$ cat config.mk
export PLATFORM = sky130hd
export DESIGN_NAME = burst_colseq
export DESIGN_NICKNAME = d
export VERILOG_FILES = /design/src/rtl/colseq_pkg.sv /design/src/rtl/colseq_mode.sv /design/src/rtl/colseq_ctrl.sv /design/src/rtl/colseq_rdpipe.sv /design/src/rtl/burst_colseq.sv
export SDC_FILE = /design/constraint.sdc
export NUM_CORES = 1
export LEC_CHECK = 0
export BUFFER_PORTS_ARGS = -buffer_cell sky130_fd_sc_hd__buf_2
export CAP_MARGIN = 10
export CORE_MARGIN = 2
export CORE_UTILIZATION = 25
export CTS_CLUSTER_SIZE = 40
export DETAILED_ROUTE_END_ITERATION = 10
export PLACE_DENSITY_LB_ADDON = 0.15
export RECOVER_POWER = 25
export SYNTH_ARGS = -nofsm -noshare
export SYNTH_HDL_FRONTEND = slang
export SYNTH_SLANG_ARGS = --single-unit
$ cat constraint.sdc
create_clock -name clk -period 3.2 [get_ports clk]
set_input_delay 0.16 -clock clk [delete_from_list [all_inputs] [get_ports clk]]
set_output_delay 0.16 -clock clk [all_outputs]
set_load 0.02 [all_outputs]
$ cat src/rtl/colseq_pkg.sv
package colseq_pkg;

    localparam int MODE_W = 10;

    typedef enum logic [2:0] {
        BL_1    = 3'b000,
        BL_2    = 3'b001,
        BL_4    = 3'b010,
        BL_8    = 3'b011,
        BL_FULL = 3'b111
    } blen_e;

    typedef struct packed {
        blen_e blen;
        logic  ilv;
        logic  cl3;
        logic  wr_one;
    } mode_t;

    localparam mode_t MODE_RESET = '{blen: BL_1, ilv: 1'b0, cl3: 1'b0, wr_one: 1'b0};

    function automatic logic mode_word_ok(input logic [MODE_W-1:0] w);
        return w[8:7] == 2'b00;
    endfunction

    function automatic mode_t decode_mode(input logic [MODE_W-1:0] w);
        mode_t m;
        case (w[2:0])
            3'b001:  m.blen = BL_2;
            3'b010:  m.blen = BL_4;
            3'b011:  m.blen = BL_8;
            3'b111:  m.blen = BL_FULL;
            default: m.blen = BL_1;
        endcase
        m.ilv    = w[3];
        m.cl3    = (w[6:4] == 3'd3);
        m.wr_one = w[9];
        return m;
    endfunction

endpackage

$ cat src/rtl/colseq_mode.sv
module colseq_mode
    import colseq_pkg::*;
(
    input  logic              clk,
    input  logic              rst,
    input  logic              load,
    input  logic              busy,
    input  logic [MODE_W-1:0] word,
    output mode_t             mode,
    output logic              load_err
);

    logic accept;

    assign accept   = load && !busy && mode_word_ok(word);
    assign load_err = load && !accept;

    always_ff @(posedge clk) begin
        if (rst) begin
            mode <= MODE_RESET;
        end else if (accept) begin
            mode <= decode_mode(word);
        end
    end

endmodule

$ cat src/rtl/colseq_ctrl.sv
module colseq_ctrl
    import colseq_pkg::*;
#(
    parameter int COL_W  = 9,
    parameter int BANK_W = 1
) (
    input  logic              clk,
    input  logic              rst,
    input  mode_t             mode,
    input  logic              cmd_valid,
    input  logic              cmd_write,
    input  logic [BANK_W-1:0] cmd_bank,
    input  logic [COL_W-1:0]  cmd_col,
    input  logic              cmd_autopre,
    input  logic              stop_cmd,
    input  logic              pre_cmd,
    input  logic [BANK_W-1:0] pre_bank,
    output logic              active,
    output logic [COL_W-1:0]  col,
    output logic              beat_rd,
    output logic              cur_ap,
    output logic              intr_err
);

    typedef struct packed {
        logic              act;
        logic              rd;
        logic              ap;
        logic              ilv;
        logic              full;
        logic [BANK_W-1:0] bank;
        logic [COL_W-1:0]  start;
        logic [COL_W-1:0]  cnt;
        logic [COL_W-1:0]  mask;
    } burst_t;

    burst_t st_q, st_d;

    function automatic logic [COL_W-1:0] len_mask(input blen_e b);
        case (b)
            BL_2:    return COL_W'(1);
            BL_4:    return COL_W'(3);
            BL_8:    return COL_W'(7);
            BL_FULL: return '1;
            default: return '0;
        endcase
    endfunction

    logic             same_bank, bad_cmd, bad_pre, kill, last, one_shot;
    logic [COL_W-1:0] seq_low, ilv_low;

    assign same_bank = (st_q.bank == pre_bank);
    assign bad_cmd   = cmd_valid && st_q.act && st_q.ap;
    assign bad_pre   = pre_cmd && same_bank && st_q.act && st_q.ap;
    assign kill      = st_q.act && (stop_cmd || (pre_cmd && same_bank && !st_q.ap));
    assign last      = !st_q.full && (st_q.cnt == st_q.mask);
    assign one_shot  = cmd_write && mode.wr_one;

    always_comb begin
        st_d = st_q;
        if (cmd_valid && !bad_cmd) begin
            st_d.act   = 1'b1;
            st_d.rd    = !cmd_write;
            st_d.ap    = cmd_autopre;
            st_d.bank  = cmd_bank;
            st_d.start = cmd_col;
            st_d.cnt   = '0;
            st_d.full  = !one_shot && (mode.blen == BL_FULL);
            st_d.mask  = one_shot ? '0 : len_mask(mode.blen);
            st_d.ilv   = mode.ilv && (mode.blen != BL_FULL);
        end else if (st_q.act) begin
            if (kill || last) begin
                st_d.act = 1'b0;
            end else begin
                st_d.cnt = st_q.cnt + COL_W'(1);
            end
        end
    end

    always_ff @(posedge clk) begin
        if (rst) begin
            st_q <= '0;
        end else begin
            st_q <= st_d;
        end
    end

    assign seq_low  = (st_q.start + st_q.cnt) & st_q.mask;
    assign ilv_low  = (st_q.start ^ st_q.cnt) & st_q.mask;
    assign col      = (st_q.start & ~st_q.mask) | (st_q.ilv ? ilv_low : seq_low);
    assign active   = st_q.act;
    assign beat_rd  = st_q.act && st_q.rd;
    assign cur_ap   = st_q.act && st_q.ap;
    assign intr_err = bad_cmd || bad_pre;

endmodule

$ cat src/rtl/colseq_rdpipe.sv
module colseq_rdpipe #(
    parameter  int STAGES = 2,
    localparam int SEL_W  = (STAGES > 1) ? $clog2(STAGES) : 1
) (
    input  logic             clk,
    input  logic             rst,
    input  logic             beat_in,
    input  logic [SEL_W-1:0] sel,
    output logic             valid
);

    logic [STAGES-1:0] taps;

    for (genvar i = 0; i < STAGES; i++) begin : g_stg
        logic d, q;
        if (i == 0) begin : g_head
            assign d = beat_in;
        end else begin : g_tail
            assign d = g_stg[i-1].q;
        end
        always_ff @(posedge clk) begin
            if (rst) begin
                q <= 1'b0;
            end else begin
                q <= d;
            end
        end
        assign taps[i] = q;
    end

    assign valid = taps[sel];

endmodule

$ cat src/rtl/burst_colseq.sv
module burst_colseq
    import colseq_pkg::*;
#(
    parameter int COL_W     = 9,
    parameter int BANK_W    = 1,
    parameter int RD_STAGES = 2
) (
    input  logic              clk,
    input  logic              rst,
    input  logic              mode_load,
    input  logic [MODE_W-1:0] mode_word,
    input  logic              cmd_valid,
    input  logic              cmd_write,
    input  logic [BANK_W-1:0] cmd_bank,
    input  logic [COL_W-1:0]  cmd_col,
    input  logic              cmd_autopre,
    input  logic              stop_cmd,
    input  logic              pre_cmd,
    input  logic [BANK_W-1:0] pre_bank,
    output logic [COL_W-1:0]  col_out,
    output logic              burst_active,
    output logic              rd_valid,
    output logic              proto_err
);

    localparam int SEL_W = (RD_STAGES > 1) ? $clog2(RD_STAGES) : 1;

    mode_t            mode_q;
    logic             load_err, intr_err, beat_rd, cur_ap, cur_cl3;
    logic [SEL_W-1:0] lat_sel;

    colseq_mode u_mode (
        .clk      (clk),
        .rst      (rst),
        .load     (mode_load),
        .busy     (burst_active),
        .word     (mode_word),
        .mode     (mode_q),
        .load_err (load_err)
    );

    colseq_ctrl #(.COL_W(COL_W), .BANK_W(BANK_W)) u_ctrl (
        .clk         (clk),
        .rst         (rst),
        .mode        (mode_q),
        .cmd_valid   (cmd_valid),
        .cmd_write   (cmd_write),
        .cmd_bank    (cmd_bank),
        .cmd_col     (cmd_col),
        .cmd_autopre (cmd_autopre),
        .stop_cmd    (stop_cmd),
        .pre_cmd     (pre_cmd),
        .pre_bank    (pre_bank),
        .active      (burst_active),
        .col         (col_out),
        .beat_rd     (beat_rd),
        .cur_ap      (cur_ap),
        .intr_err    (intr_err)
    );

    assign cur_cl3 = mode_q.cl3;
    assign lat_sel = cur_cl3 ? SEL_W'(1) : '0;

    colseq_rdpipe #(.STAGES(RD_STAGES)) u_rdpipe (
        .clk     (clk),
        .rst     (rst),
        .beat_in (beat_rd),
        .sel     (lat_sel),
        .valid   (rd_valid)
    );

    always_ff @(posedge clk) begin
        if (rst) begin
            proto_err <= 1'b0;
        end else begin
            proto_err <= load_err || intr_err;
        end
    end

endmodule

======== Yosys cells after proc, flatten, opt, wreduce, memory -nomap -nowiden ========
Cells that the tools add are included.
storage, ports and cells
  input port bits ......................... 29
  register bits ........................... 42
  output and inout bits ................... 12
operators by class
  bitwise operators ....................... 7
  muxes and demuxes ....................... 10
  add/subtract/negate cells ............... 2
  reduce and logical (&&, ||, !) cells .... 30
  equality and inequality tests ........... 12
  magnitude comparators ................... 1
operators with widths
  kind                 number
  $pmux 9 s4           1
  $and 9x9->9          3
  $mux 9               2
  $logic_and 1x1->1    16
  $eq 3x2->1 const B   5
  $pmux 3 s4           1
  $add 9x1->9 const B  1
  $add 9x9->9          1
  $eq 9x9->1           1
  $not 9->9            1
  $or 9x9->9           1
  $xor 9x9->9          1
  $logic_not 1->1      7
  $eq 3x1->1 const B   2
  $eq 3x3->1 const B   2
  $mux 1               6
  $logic_or 1x1->1     4
  $ne 3x3->1 const B   1
  $logic_not 2->1      1
  $lt 1x2->1 const B   1
  $reduce_and 2->1     1
  $reduce_or 2->1      1
  $eq 1x1->1           1
  $not 1->1            1

======== Logic depth before layout (Yosys ltp) ========
  depth after elaboration ................. 9
  gate-level depth with buffers ........... 8
  gate-level depth less buffers ........... 8

======== By module ========
Synthesis repeated with hierarchy kept, for this count alone.
unflattened totals
  cells, all modules ...................... 258
  area, all modules ....................... 2113.3 µm²
modules (own cells, without submodules)
  module         cells each  instances  area each (µm²)
  colseq_ctrl    221         1          1752.9
  colseq_mode    30          1          262.8
  colseq_rdpipe  5           1          67.6
  burst_colseq   2           1          30.0

======== Worst setup path before layout ========
Ideal clock, no wire load.
  kind .................................... reg2out
  start ................................... register u_ctrl.st_q[9] (netlist name)
  end ..................................... output port col_out[8]
  cell stages (with the launch flop) ...... 9
  arrival ................................. 1.988 ns
  buffers on the path ..................... 0
  slack ................................... 1.052 ns
  cell sequence ........................... dfxtp_1 ha_1 inv_1 fa_1 nor2b_1 o31ai_1 a211oi_1 a211oi_1 xnor2_1
on the way
  word-level cells in the longest chain between the ends .. 4
RTL lines
  item                      line                text
  start: declaration        colseq_ctrl.sv:37   burst_t st_q, st_d;
  start signal: assignment  colseq_ctrl.sv:84   st_q <= st_d;
  $add 9x9->9               colseq_ctrl.sv:88   assign seq_low = (st_q.start + st_q.cnt) & st_q.mask;
  $and 9x9->9               colseq_ctrl.sv:88
  $mux 9                    colseq_ctrl.sv:90   assign col = (st_q.start & ~st_q.mask) | (st_q.ilv ? ilv_low : seq_low);
  $or 9x9->9                colseq_ctrl.sv:90
  end: declaration          burst_colseq.sv:20  output logic [COL_W-1:0] col_out,
No other way between the ends.

======== Worst setup path in the final report ========
  start ................................... register u_ctrl.st_q[9] (netlist name)
  end ..................................... output port col_out[6]
The elaborated chain is that of the path after synthesis.

==> impl_metrics.ini <==
[run_status]
run_status = complete, no violations

[clock_tree]
cts_setup_buffers = 0
clock_path_buffers = 2
clkLatencyLatePin_ns = 0.29
cts_tree = built
cts_hold_buf = 0
clock-root-buffer = clkbuf_8
htreeDepth = 2
clock_sinks = 37
clk_pin_slew_worst_paths_ns = 0.08
cts_buffers = 5
cts-resized-gates = 0

[flow_run]
maxCapViolations = 0

[logic_synthesis]
ys_dominant_reg_cell = dfxtp_1
synth_top_area_share = 0.368
yosysWarnings = 0
synth_cell_types = 45
synth-adder-area-share = 0.0660
synthArstFlopShare = 0
syn_area_per_cell_sq_um = 8.48
synthMuxAreaShare = 0.0112
ys_seq_area_frac = 0.368
synth-xor-area-share = 0.0348
synth-compound-area-share = 0.261
synth-simple-area-share = 0.222
synth_edf_count = 0
ys_seq_elements = 37
yosysTopAreaCell = dfxtp_1
syn-instance-count = 237
ys_top_cells_by_area = dfxtp_1 37%, a21oi_1 6.5%, ha_1 5.6%
syn_area_sq_um = 2010
synth_top_family_by_area = compound AO/OA/AOI/OAI gates
syn-num-nets = 276

[critical_path]
path_class = register to primary output
crit_start = u_ctrl.st_q[9]
crit_fanout = 6
regToRegStartpoint = u_ctrl.st_q[7]
cp_data_arrival_time_ns = 2.61
required_ns = 3.04
start_kind = register
end_kind = primary output

[pwr]
internal-power_mw = 0.671
switching_share = 0.279
p_clk_frac = 0.368
powerDensity_nw_per_um2 = 389
p_leak_nw = 0.961
design_power_total_mw = 0.931
power.share.combinational = 0.113
switching_power_mw = 0.260
pwr-share-seq = 0.520
vdd_ir_drop_max_mv = 0.170

[finish]
final_nets = 317
syn_to_final_growth_pct = 19.2
diodes = 0
drive_above_1_share = 0.197

[timing]
maxSlewHeadroom = 0.343
tightestPinTransition_ns = 0.982
fin_crit_sh = 0.867
max_freq_ghz = 0.360
hold_ws_ns = 0.0613
setup_tns_ns = 0
period_needed_ns = 2.77
hold_viol_final = 0
rsz0062_at_grt = no
setup_viol = 0
slew_violations = 0
finClkSkew_ns = 0.00543

[floorplanning]
fp-row-count = 32
core_sq_um = 7770
die_x_um = 93.7
die_h_um = 93.7
start_util = 0.259
io_pins = 41
dieArea_sq_um = 8780

[global_routing]
antenna_found_initial = 0
grt_pass1_wl_um = 8320
grt_pass1_vias = 1762
grtUsageTotal = 0.120
grt-ovfl-total = 0
grt_util_met1 = 0.161
met2_usage = 0.187
grt_max_degree = 19
busiest_layer = met2
grtUsageMet3 = 0.0337

[drt]
drc = 0
vias = 1815
wl_per_cell_um = 13.0
vias_per_cell = 4.76
drt-pass1-iter-count = 4
postRouteAntennaNets = 0
first_iter_violations = 54
routed_wl_um = 4950

[hold_path]
worstHoldPathType = input port to register
hold_start = cmd_col[1]

[placement]
io_buffers = 40
place_congestion = 0.800
dp_hpwl_um = 3720
-- metrics by stage --
step / worst slack, ns / util / std cells / instance area (sq um)
2_1_floorplan: 1.05 / - / 237 / 2010
3_3_place_gp: 0.789 / 0.298 / 373 / 2310
3_5_place_dp: 0.765 / 0.298 / 373 / 2310
4_1_cts: 0.418 / 0.309 / 381 / 2400
5_1_grt: 0.240 / 0.308 / 381 / 2400
6_report: 0.426 / 0.308 / 381 / 2400
-- cell usage after synthesis (2+ instances only) --
library cell / n
mux2_2: 2
nor3_1: 3
a211oi_1: 2
nand3b_1: 3
a32o_1: 3
a22o_1: 8
nor2b_1: 3
xor2_1: 3
dfxtp_1: 37
or3_1: 6
or4_1: 4
a21o_1: 3
nand3_1: 5
nand2b_1: 4
a21oi_1: 26
inv_1: 11
xnor2_1: 5
and3_1: 2
ha_1: 9
o211ai_1: 2
nor2_1: 16
o21ai_0: 17
nand4_1: 6
a31oi_1: 2
o31ai_1: 4
clkbuf_1: 6
nand2_1: 27
-- worst max-delay path: stages (launching register included) --
cell and delay, ns:
dfxtp_1 0.49, ha_1 0.22, inv_1 0.05, fa_1 0.38, nor2b_1 0.22, o31a_1 0.16, o21ai_0 0.10, a2111o_1 0.43
o221ai_1 0.08, buf_2 0.20
-- power by group through the flow --
stage / Sequential, mW / Combinational (mW) / Clock [mW]
final: 0.484 / 0.105 / 0.342
after floorplan: 0.494 / 0.0641 / 0
after global routing: 0.487 / 0.118 / 0.378
after CTS: 0.484 / 0.108 / 0.356
after global placement: 0.495 / 0.107 / 0
after detailed placement: 0.495 / 0.107 / 0
-- final timing paths --
check / to / slack [ns] / cells after the start
max: col_out[6] / 0.43 / 9
min reg2reg: u_rdpipe.g_stg[0].q / 0.45 / 2
max reg2reg: u_ctrl.st_q[10] / 1.26 / 5
min: u_ctrl.st_q[19] / 0.06 / 3
-- placed cells by master, fill, tap and decap left out, drive strengths merged, types with 8 or more instances in the layout --
| master | Yosys | layout |
|---|---|---|
| a22o | 9 | 9 |
| ha | 9 | 9 |
| buf | 1 | 38 |
| inv | 11 | 12 |
| o21ai | 17 | 17 |
| a21oi | 27 | 27 |
| clkbuf | 6 | 8 |
| nand2 | 27 | 27 |
| dfxtp | 37 | 37 |
| nor2 | 16 | 16 |
-- final cells by class --
cell class	instances	area [sq um]
Tap cell	102	128
Multi-Input combinational cell	182	1190
Inverter	11	41.3
Sequential cell	37	741
Fill cell	871	5370
Timing Repair Buffer	41	201
Clock inverter	3	21.3
Clock buffer	5	68.8
-- cells by family after synthesis --
| family | Yosys count |
|---|---|
| AOI/OAI and AO/OA | 77 |
| and+or+nand+nor | 85 |
| DFF | 37 |
| buffers and inverters | 18 |
| muxes | 2 |
| adders and majority gates | 10 |
| xor gates and xnor gates | 8 |
-- flip-flops by register name, summed over array words and instances, names as in the netlist --
| register | count |
|---|---|
| u_ctrl.st_q | 27 |
| u_mode.mode | 6 |
| u_rdpipe.g_stg.q | 2 |
| u_ctrl.active | 1 |
| proto_err | 1 |
-- metal layers --
layer,up-vias,part of all wire
li1,957,-
met1,817,0.51
met2,36,0.43
met3,5,0.051
met4,0,0.0093
met5,-,0
No activity file was read; power rests on OpenSTA's default activity.
